===== src/rtl/acq_pkg.sv =====
package acq_pkg;
  typedef enum logic [2:0] {
    ST_IDLE  = 3'd0,
    ST_TRIG  = 3'd1,
    ST_WAIT  = 3'd2,
    ST_FETCH = 3'd3,
    ST_STORE = 3'd4
  } acq_state_e;
endpackage


===== src/rtl/acq_sync.sv =====
module acq_sync #(
  parameter int   STAGES  = 2,
  parameter logic RST_VAL = 1'b1
) (
  input  logic clk,
  input  logic rst_n,
  input  logic d,
  output logic q
);
  logic [STAGES-1:0] chain_q;

  always_ff @(posedge clk or negedge rst_n) begin
    if (!rst_n) chain_q <= {STAGES{RST_VAL}};
    else        chain_q <= {chain_q[STAGES-2:0], d};
  end

  assign q = chain_q[STAGES-1];
endmodule


===== src/rtl/acq_pulse_timer.sv =====
module acq_pulse_timer #(
  parameter int PULSE_CLKS = 4
) (
  input  logic clk,
  input  logic rst_n,
  input  logic run,
  output logic expire
);
  localparam int PW_W = (PULSE_CLKS < 2) ? 1 : $clog2(PULSE_CLKS + 1);

  logic [PW_W-1:0] cnt_q, cnt_d;

  always_comb begin
    cnt_d = run ? cnt_q + PW_W'(1) : '0;
  end

  always_ff @(posedge clk or negedge rst_n) begin
    if (!rst_n) cnt_q <= '0;
    else        cnt_q <= cnt_d;
  end

  assign expire = run && (cnt_q == PW_W'(PULSE_CLKS - 1));
endmodule


===== src/rtl/acq_buf_ptr.sv =====
module acq_buf_ptr #(
  parameter int                ADDR_W   = 16,
  parameter int                CNT_W    = 8,
  parameter logic [ADDR_W-1:0] BUF_BASE = 16'h7000
) (
  input  logic              clk,
  input  logic              rst_n,
  input  logic              load,
  input  logic [CNT_W-1:0]  cnt_i,
  input  logic              advance,
  output logic [ADDR_W-1:0] addr_o,
  output logic              last_o
);
  logic [ADDR_W-1:0] ptr_q, ptr_d;
  logic [CNT_W-1:0]  rem_q, rem_d;
  logic              en;

  assign en = load | advance;

  always_comb begin
    ptr_d = ptr_q;
    rem_d = rem_q;
    if (load) begin
      ptr_d = BUF_BASE;
      rem_d = cnt_i;
    end else if (advance) begin
      ptr_d = ptr_q + ADDR_W'(1);
      rem_d = rem_q - CNT_W'(1);
    end
  end

  always_ff @(posedge clk or negedge rst_n) begin
    if (!rst_n) begin
      ptr_q <= BUF_BASE;
      rem_q <= '0;
    end else if (en) begin
      ptr_q <= ptr_d;
      rem_q <= rem_d;
    end
  end

  assign addr_o = ptr_q;
  assign last_o = (rem_q == CNT_W'(1));
endmodule


===== src/rtl/adc_capture_ctrl.sv =====
module adc_capture_ctrl
  import acq_pkg::*;
#(
  parameter int                DATA_W     = 8,
  parameter int                ADDR_W     = 16,
  parameter int                CNT_W      = 8,
  parameter logic [ADDR_W-1:0] BUF_BASE   = 16'h7000,
  parameter int                PULSE_CLKS = 4
) (
  input  logic              clk,
  input  logic              rst_n,
  input  logic              start_i,
  input  logic [CNT_W-1:0]  count_i,
  output logic              adc_cs_n,
  output logic              adc_wr_n,
  output logic              adc_rd_n,
  input  logic              adc_intr_n,
  input  logic [DATA_W-1:0] adc_data,
  output logic              mem_we,
  output logic [ADDR_W-1:0] mem_addr,
  output logic [DATA_W-1:0] mem_wdata,
  output logic              busy,
  output logic              done
);
  localparam int SYNC_STAGES = 2;

  logic              rst_ni;
  logic              intr_s_n;
  logic              tmr_run, tmr_exp;
  logic              ptr_load, ptr_adv, ptr_last;
  logic              rdata_en;
  logic              done_d, done_q;
  logic [DATA_W-1:0] rdata_q;
  acq_state_e        state_q, state_d;

  // reset: asserted asynchronously, released on a clock edge
  acq_sync #(.STAGES(SYNC_STAGES), .RST_VAL(1'b0)) u_rst_sync (
    .clk(clk), .rst_n(rst_n), .d(1'b1), .q(rst_ni)
  );

  // completion flag from the converter's clock domain
  acq_sync #(.STAGES(SYNC_STAGES), .RST_VAL(1'b1)) u_intr_sync (
    .clk(clk), .rst_n(rst_ni), .d(adc_intr_n), .q(intr_s_n)
  );

  acq_pulse_timer #(.PULSE_CLKS(PULSE_CLKS)) u_timer (
    .clk(clk), .rst_n(rst_ni), .run(tmr_run), .expire(tmr_exp)
  );

  acq_buf_ptr #(.ADDR_W(ADDR_W), .CNT_W(CNT_W), .BUF_BASE(BUF_BASE)) u_ptr (
    .clk(clk), .rst_n(rst_ni), .load(ptr_load), .cnt_i(count_i),
    .advance(ptr_adv), .addr_o(mem_addr), .last_o(ptr_last)
  );

  assign tmr_run = (state_q == ST_TRIG) || (state_q == ST_FETCH);

  always_comb begin
    state_d  = state_q;
    ptr_load = 1'b0;
    ptr_adv  = 1'b0;
    rdata_en = 1'b0;
    done_d   = 1'b0;
    unique case (state_q)
      ST_IDLE: begin
        if (start_i && (count_i != '0)) begin
          ptr_load = 1'b1;
          state_d  = ST_TRIG;
        end
      end
      ST_TRIG: begin
        if (tmr_exp) state_d = ST_WAIT;
      end
      ST_WAIT: begin
        if (!intr_s_n) state_d = ST_FETCH;
      end
      ST_FETCH: begin
        if (tmr_exp) begin
          rdata_en = 1'b1;
          state_d  = ST_STORE;
        end
      end
      ST_STORE: begin
        ptr_adv = 1'b1;
        if (ptr_last) begin
          done_d  = 1'b1;
          state_d = ST_IDLE;
        end else begin
          state_d = ST_TRIG;
        end
      end
      default: state_d = ST_IDLE;
    endcase
  end

  always_ff @(posedge clk or negedge rst_ni) begin
    if (!rst_ni) begin
      state_q <= ST_IDLE;
      done_q  <= 1'b0;
    end else begin
      state_q <= state_d;
      done_q  <= done_d;
    end
  end

  always_ff @(posedge clk or negedge rst_ni) begin
    if (!rst_ni)       rdata_q <= '0;
    else if (rdata_en) rdata_q <= adc_data;
  end

  assign adc_wr_n  = (state_q != ST_TRIG);
  assign adc_rd_n  = (state_q != ST_FETCH);
  assign adc_cs_n  = adc_wr_n & adc_rd_n;
  assign mem_we    = (state_q == ST_STORE);
  assign mem_wdata = rdata_q;
  assign busy      = (state_q != ST_IDLE);
  assign done      = done_q;
endmodule


===== config.mk =====
export PLATFORM = sky130hd
export DESIGN_NAME = adc_capture_ctrl
export DESIGN_NICKNAME = d
export VERILOG_FILES = /design/src/rtl/acq_pkg.sv /design/src/rtl/acq_sync.sv /design/src/rtl/acq_pulse_timer.sv /design/src/rtl/acq_buf_ptr.sv /design/src/rtl/adc_capture_ctrl.sv
export SDC_FILE = /design/constraint.sdc
export NUM_CORES = 1
export LEC_CHECK = 0
export ABC_AREA = 1
export BUFFER_PORTS_ARGS = -buffer_cell sky130_fd_sc_hd__buf_2
export CAP_MARGIN = 10
export CORE_ASPECT_RATIO = 0.9
export CORE_MARGIN = 2
export CORE_UTILIZATION = 40
export CTS_BUF_LIST = sky130_fd_sc_hd__clkbuf_4 sky130_fd_sc_hd__clkbuf_8 sky130_fd_sc_hd__clkbuf_16
export CTS_CLUSTER_DIAMETER = 200
export DETAILED_ROUTE_END_ITERATION = 10
export SYNTH_ARGS = -nofsm -noshare
export SYNTH_HDL_FRONTEND = slang
export SYNTH_SLANG_ARGS = --single-unit

===== constraint.sdc =====
create_clock -name clk -period 1.2 [get_ports clk]
set_input_delay 0.12 -clock clk [delete_from_list [all_inputs] [get_ports clk]]
set_output_delay 0.12 -clock clk [all_outputs]
set_load 0.005 [all_outputs]

==> flow_summary.ini, run 1 <==
[outcome]
status = complete, but fails checks
violations = negative setup slack

[grt]
grt_max_degree = 42
grt_pass1_vias = 2162
grt_antenna_before_repair = 0
track_usage_pct = 18.08
overflow = 0
grt_pass1_wl_mm = 9.694

[finish]
area_growth_pct = 60.17
n_antenna_cell = 0
nNetsFinal = 419
final_core_util_pct = 65.96
drive_gt1_share_pct = 56.96

[sta]
rsz0062_at_grt = true
whs_ns = 0.02587
hold_viol = 0
fin_crit_ns = 1.397
setup_violations = 41
clock.fmax_mhz = 715.7
drv_slew = 0
finalWorstSetupSlack_ns = -0.1973
finClkSkew_ns = 0.009600
fin_crit_sh_pct = 116.4

[clock_network]
tritoncts = yes
insertion_delay_ns = 0.29
cts_buffers = 5
cts-root-buf = clkbuf_8
htree_num_levels = 2
clk_path_buf_depth = 2
clk_pin_slew_ns = 0.09
cts_sinks = 43

[floorplan]
die_x_um = 84.47
initial_core_util_pct = 41.18
die_height_um = 76.42
die_area_um2 = 6455
io_pins = 50
rows = 26
core_um2 = 5660

[synthesis]
ys_types = 31
yosysTopAreaCellShare_pct = 40.79
netlist_instances = 278
async_reset_ff_share_pct = 100.0
synth-edff-count = 0
yosysTopAreaCell = dfrtp_1
yosysMostFrequentCell = nand2_1
avgSynthCellArea_um2 = 8.385
yosys-top-cells-count = 72 x nand2_1, 38 x dfrtp_1, 34 x nand3_1
ys.warnings.count = 0
syn-num-nets = 303
yosys_register_bits = 43
ys_seq_area_share_pct = 46.43
synthFlopType = dfrtp_1
netlist_area_um2 = 2331
synthTopCellsByArea = dfrtp_1 41%, nand2_1 12%, nand3_1 7.3%, dfstp_2 5.6%, nand4_1 4.3%

[drt]
routed_wl_mm = 6.347
drtPass1Iterations = 4
vias = 2300
drtIter0Drc = 123
antenna_left = 0
avgRoutedWirePerCell_um = 13.65
viasPerCell = 4.946
drc = 0

[setup_path]
r2r-end = u_ptr.rem_q[5]
end_kind = flop
timing.rr.start = u_ptr.rem_q[1]
critPathRequiredTime_ns = 1.43
crit_arrival_ns = 1.63
cp_max_fo = 3
reg2regPathDepth = 7
critical_path_class = flop to flop
worst-r2r-setup-slack_ns = -0.20
critPathLaunchType = flop

[placed_design]
place_hpwl_mm = 3.947
portBuffers = 49
place.gp.congestion = 0.8085

[flow_run]
maxCapViolCount = 0

[hold_path]
hold_path_class = input port to flop
hp-start = adc_data[1]
hold_end = mem_wdata[1]
hold_path_depth = 3

[power_and_ir_drop]
power_leakage_nw = 1.821
p_per_area_nw_per_um2 = 1754
peakVddDrop_mv = 1.446
[routing by layer]
metal	share of wire (%)	up-vias	track usage, %
li1	-	1149	-
met1	44	1082	24.60
met2	50	63	29.84
met3	5.5	6	4.117
met4	0.72	0	3.492
met5	0	-	0
[worst max path at each step]
stage               startpoint          endpoint  slack (ns)  cells past startpoint
2_1_floorplan  u_ptr.addr_o[1]  u_ptr.addr_o[14]       -0.06                      8
3_3_place_gp   u_ptr.addr_o[1]  u_ptr.addr_o[14]       -0.08                      8
3_5_place_dp        state_q[0]    u_ptr.rem_q[4]       -0.12                      9
4_1_cts             state_q[1]            mem_we       -0.17                      6
5_1_grt         u_ptr.rem_q[1]    u_ptr.rem_q[5]       -0.29                      7
6_report        u_ptr.rem_q[1]    u_ptr.rem_q[5]       -0.20                      7
[repair_timing]
item,4_1_cts,5_1_grt
pin swaps,13,19
gates cloned,0,2
buffers inserted,9,9
setup endpoints to repair,38,41
gates resized for setup,40,67
hold buffers,2,0
endpoints found under the hold margin,3,0
[cells in the final DEF (no fill, tap or decap), types with 7 or more instances in the layout]
cell and n:
inv_2 9, buf_2 44, dfrtp_1 36, inv_1 19
nor2_4 9, buf_4 42, nand2_1 51, buf_6 22
nor2_1 15, nand3_4 8, nand4_1 16, nand2_2 19
nor2_2 7, nand3_2 22, nand3_1 10
[flip-flops by register name, summed over array words and instances, names as in the netlist]
register / count
u_rst_sync.chain_q: 2
done: 1
state_q: 3
mem_wdata: 8
u_intr_sync.chain_q: 2
u_ptr.rem_q: 8
u_ptr.addr_o: 16
u_timer.cnt_q: 3
[cell families (layout without fill, tap and decap cells)]
group | Yosys count | count (layout) | share of synthesized area, %
AO/OA/AOI/OAI | 20 | 20 | 4.348
XOR/XNOR | 3 | 3 | 1.127
adder cells (fa/ha/maj) | 5 | 5 | 2.684
buffers and inverters | 36 | 153 | 6.710
flip-flops | 43 | 43 | 46.43
other | 1 | 1 | 0.1609
AND/OR/NAND/NOR | 170 | 170 | 38.54
[power breakdown]
group          switching (W)  internal [W]  total [W]  leakage [nW]
logic                0.00162       0.00167    0.00329          1.23
registers           0.000275       0.00184    0.00211         0.533
clock network       0.000529      0.000621    0.00115        0.0581
[area by class of cell]
cell class | instances | area, µm²
Inverter | 30 | 117.6
Multi-Input combinational cell | 199 | 1418
Timing Repair Buffer | 115 | 913.4
Fill cell | 464 | 1927
Clock buffer | 5 | 68.82
Clock inverter | 3 | 43.79
Sequential cell | 43 | 1085
Tap cell | 70 | 87.58
[worst max-delay path, stage by stage, from the launching register on]
cell	delay [ns]
dfrtp_1	0.43
inv_2	0.11
buf_4	0.11
nand3_1	0.13
nor2_1	0.17
xor2_1	0.22
nand2_1	0.09
nand3_2	0.08
[through the flow]
| stage | power [W] | std cells | area (µm²) | setup WS, ns | setup TNS [ns] |
|---|---|---|---|---|---|
| finish | 0.006550 | 465 | 3734 | -0.1973 | -4.469 |
| CTS | 0.005959 | 455 | 3337 | -0.1744 | -2.942 |
| floorplan | 0.003365 | 278 | 2340 | -0.06142 | -0.1848 |
| global route | 0.006986 | 465 | 3734 | -0.2871 | -7.164 |
| detailed placement | 0.004394 | 436 | 3000 | -0.1201 | -1.371 |
| global placement | 0.004353 | 436 | 3000 | -0.08175 | -1.004 |
(Power assumes the default switching activity.)
==> run 2: changes to the inputs <==
--- a/config.mk
+++ b/config.mk
@@ -5,7 +5,6 @@
 export SDC_FILE = /design/constraint.sdc
 export NUM_CORES = 1
 export LEC_CHECK = 0
-export ABC_AREA = 1
 export BUFFER_PORTS_ARGS = -buffer_cell sky130_fd_sc_hd__buf_2
 export CAP_MARGIN = 10
 export CORE_ASPECT_RATIO = 0.9
==> flow_summary.ini, run 2 <==
[outcome]
status = complete, but fails checks
violations = negative setup slack

[drt]
drtIter0Drc = 56
avgRoutedWirePerCell_um = 13.89
drtPass1Iterations = 6
routed_wl_mm = 5.417
wl_met3_um = 201
dr_wl_met2_mm = 2.630
wl_met1_mm = 2.528
viasPerCell = 5.105
vias = 1991
highest_layer = met4
drc = 0
antenna_left = 0

[placed_design]
portBuffers = 49
place.gp.congestion = 0.8121
dp_slack_ns = -0.5608
place_hpwl_mm = 3.745
place_area_um2 = 2909

[sta]
finClkSkew_ns = 0.005254
hold_viol = 0
rsz0062_at_grt = true
setup_violations = 40
fin_crit_sh_pct = 143.6
fin_crit_ns = 1.724
drv_slew = 0
clock.fmax_mhz = 580.1
finalWorstSetupSlack_ns = -0.5237

[clock_network]
clk_pin_slew_ns = 0.08
clk_path_buf_depth = 2
htree_num_levels = 2
cts_buffers = 5
cts-root-buf = clkbuf_8
tritoncts = yes
cts_sinks = 43
insertion_delay_ns = 0.29

[power_and_ir_drop]
peakVddDrop_mv = 1.109
p_per_area_nw_per_um2 = 1964
power_leakage_nw = 1.623

[synthesis]
ys_types = 47
yosysTopAreaCell = dfrtp_1
yosysTopAreaCellShare_pct = 45.27
synthTopCellsByArea = dfrtp_1 45%, dfstp_2 6.3%, mux2_2 4.3%, nand3_1 3.3%, o211ai_1 3.2%
yosys_register_bits = 43
ys.warnings.count = 0
synth-edff-count = 0
netlist_instances = 196
yosys-top-cells-count = 38 x dfrtp_1, 15 x nand2_1, 14 x nand3_1
syn-num-nets = 221
synthFlopType = dfrtp_1
async_reset_ff_share_pct = 100.0
netlist_area_um2 = 2101
yosysMostFrequentCell = dfrtp_1
ys_seq_area_share_pct = 51.52
avgSynthCellArea_um2 = 10.72

[setup_path]
critical_path_class = flop to flop
reg2regPathDepth = 4
timing.rr.start = state_q[0]
setup.worst_path.end = u_ptr.rem_q[5]
cp_max_fo = 4
worst-r2r-setup-slack_ns = -0.52
crit_start = state_q[0]
r2r-end = u_ptr.rem_q[5]
end_kind = flop
critPathLaunchType = flop
critPathRequiredTime_ns = 1.37
crit_arrival_ns = 1.90

[finish]
area_growth_pct = 59.68
final_common_cell = buf_4
nFillCells = 448
nNetsFinal = 347
n_antenna_cell = 0
final_cell_area_um2 = 3354
final_cell_mix = 64 x buf_4, 48 x buf_2, 37 x dfrtp_1
drive_gt1_share_pct = 53.87
largest_reg_flops = 16

[floorplan]
initial_core_util_pct = 40.70
io_pins = 50
rows = 25
die_x_um = 80.39
die_area_um2 = 5848
die_height_um = 72.75
core_um2 = 5161

[hold_path]
hold_path_class = input port to flop
hold_path_depth = 2

[grt]
overflow = 0
grt_pass1_vias = 1931
grt_pass1_wl_mm = 8.859
grt_max_degree = 30
grt_antenna_before_repair = 0
track_usage_pct = 19.56

[flow_run]
maxCapViolCount = 0
==> run 2: cell types whose count changed after synthesis, moves of 6 or more <==
cell	delta
nor2_1	-12
nand4_1	-12
nor2_4	-6
inv_1	-17
o21ai_1	-7
mux2_2	+8
nor2_2	-6
nand3_1	-20
o21ai_0	+8
nand2_1	-57
o211ai_1	+9
==> run 2: worst min-delay path by stage <==
| stage | start | to | slack (ns) |
|---|---|---|---|
| finish | adc_data[3] | mem_wdata[3] | 0.05 |
| global route | adc_data[3] | mem_wdata[3] | 0.04 |
| CTS | adc_data[3] | mem_wdata[3] | 0.04 |
| detailed placement | rst_n | u_rst_sync.chain_q[0] | -0.09 |
| global placement | rst_n | u_rst_sync.chain_q[0] | -0.09 |
| floorplan | rst_n | u_rst_sync.chain_q[0] | -0.18 |
==> run 2: power by group <==
group	switching [W]	internal (W)
registers	0.000375	0.00199
clock network	0.000497	0.000674
logic	0.00127	0.00179
==> run 2: worst max-delay path: stages (launching register included) <==
cell and delay, ns:
dfrtp_1 0.38, or3b_4 0.43, or4_4 0.44, o311ai_2 0.22, o211ai_1 0.12
==> run 2: logic make-up (layout without fill, tap and decap cells) <==
group | Yosys count | count (layout) | share of synthesized area, %
DFF | 43 | 43 | 51.52
buffers and inverters | 18 | 145 | 4.347
other | 1 | 1 | 0.1785
xor gates and xnor gates | 1 | 1 | 0.4170
AOI/OAI and AO/OA | 48 | 48 | 15.43
adders and majority gates | 5 | 5 | 2.978
and+or+nand+nor | 70 | 70 | 19.89
muxes | 10 | 10 | 5.241
==> run 2: what timing repair did <==
item                                    4_1_cts  5_1_grt
buffers inserted                              6        8
resized for setup                            33       20
pin swaps                                     5        8
endpoints found under the setup margin       41       41
hold endpoints to repair                      3        0
hold buffers                                  2        0
gates cloned                                  1        0
==> run 2: routing by layer <==
layer	track usage (%)	vias to the layer above
li1	-	974
met1	25.92	968
met2	32.59	43
met3	3.713	6
met4	6.215	0
met5	0	-
==> run 2: cell type report <==
class                           count  area, µm²  area share [%]
Timing Repair Buffer              129      947.2           28.24
Multi-Input combinational cell    135       1090           32.49
Inverter                            8      32.53          0.9698
Clock inverter                      2      35.03           1.044
Tap cell                           67      83.83           2.499
Sequential cell                    43       1084           32.30
Clock buffer                        6      82.58           2.462
==> run 2: per-stage QoR <==
stage | std cells | utilization, % | total power, W | hold slack [ns] | setup TNS (ns)
global route | 390 | 64.99 | 0.007078 | 0.03999 | -16.09
floorplan | 196 | - | 0.003593 | -0.1756 | -13.51
global placement | 368 | 56.36 | 0.004912 | -0.09295 | -13.71
finish | 390 | 64.99 | 0.006587 | 0.05161 | -13.30
detailed placement | 368 | 56.36 | 0.004989 | -0.09355 | -14.32
CTS | 384 | 62.50 | 0.006564 | 0.04207 | -13.26
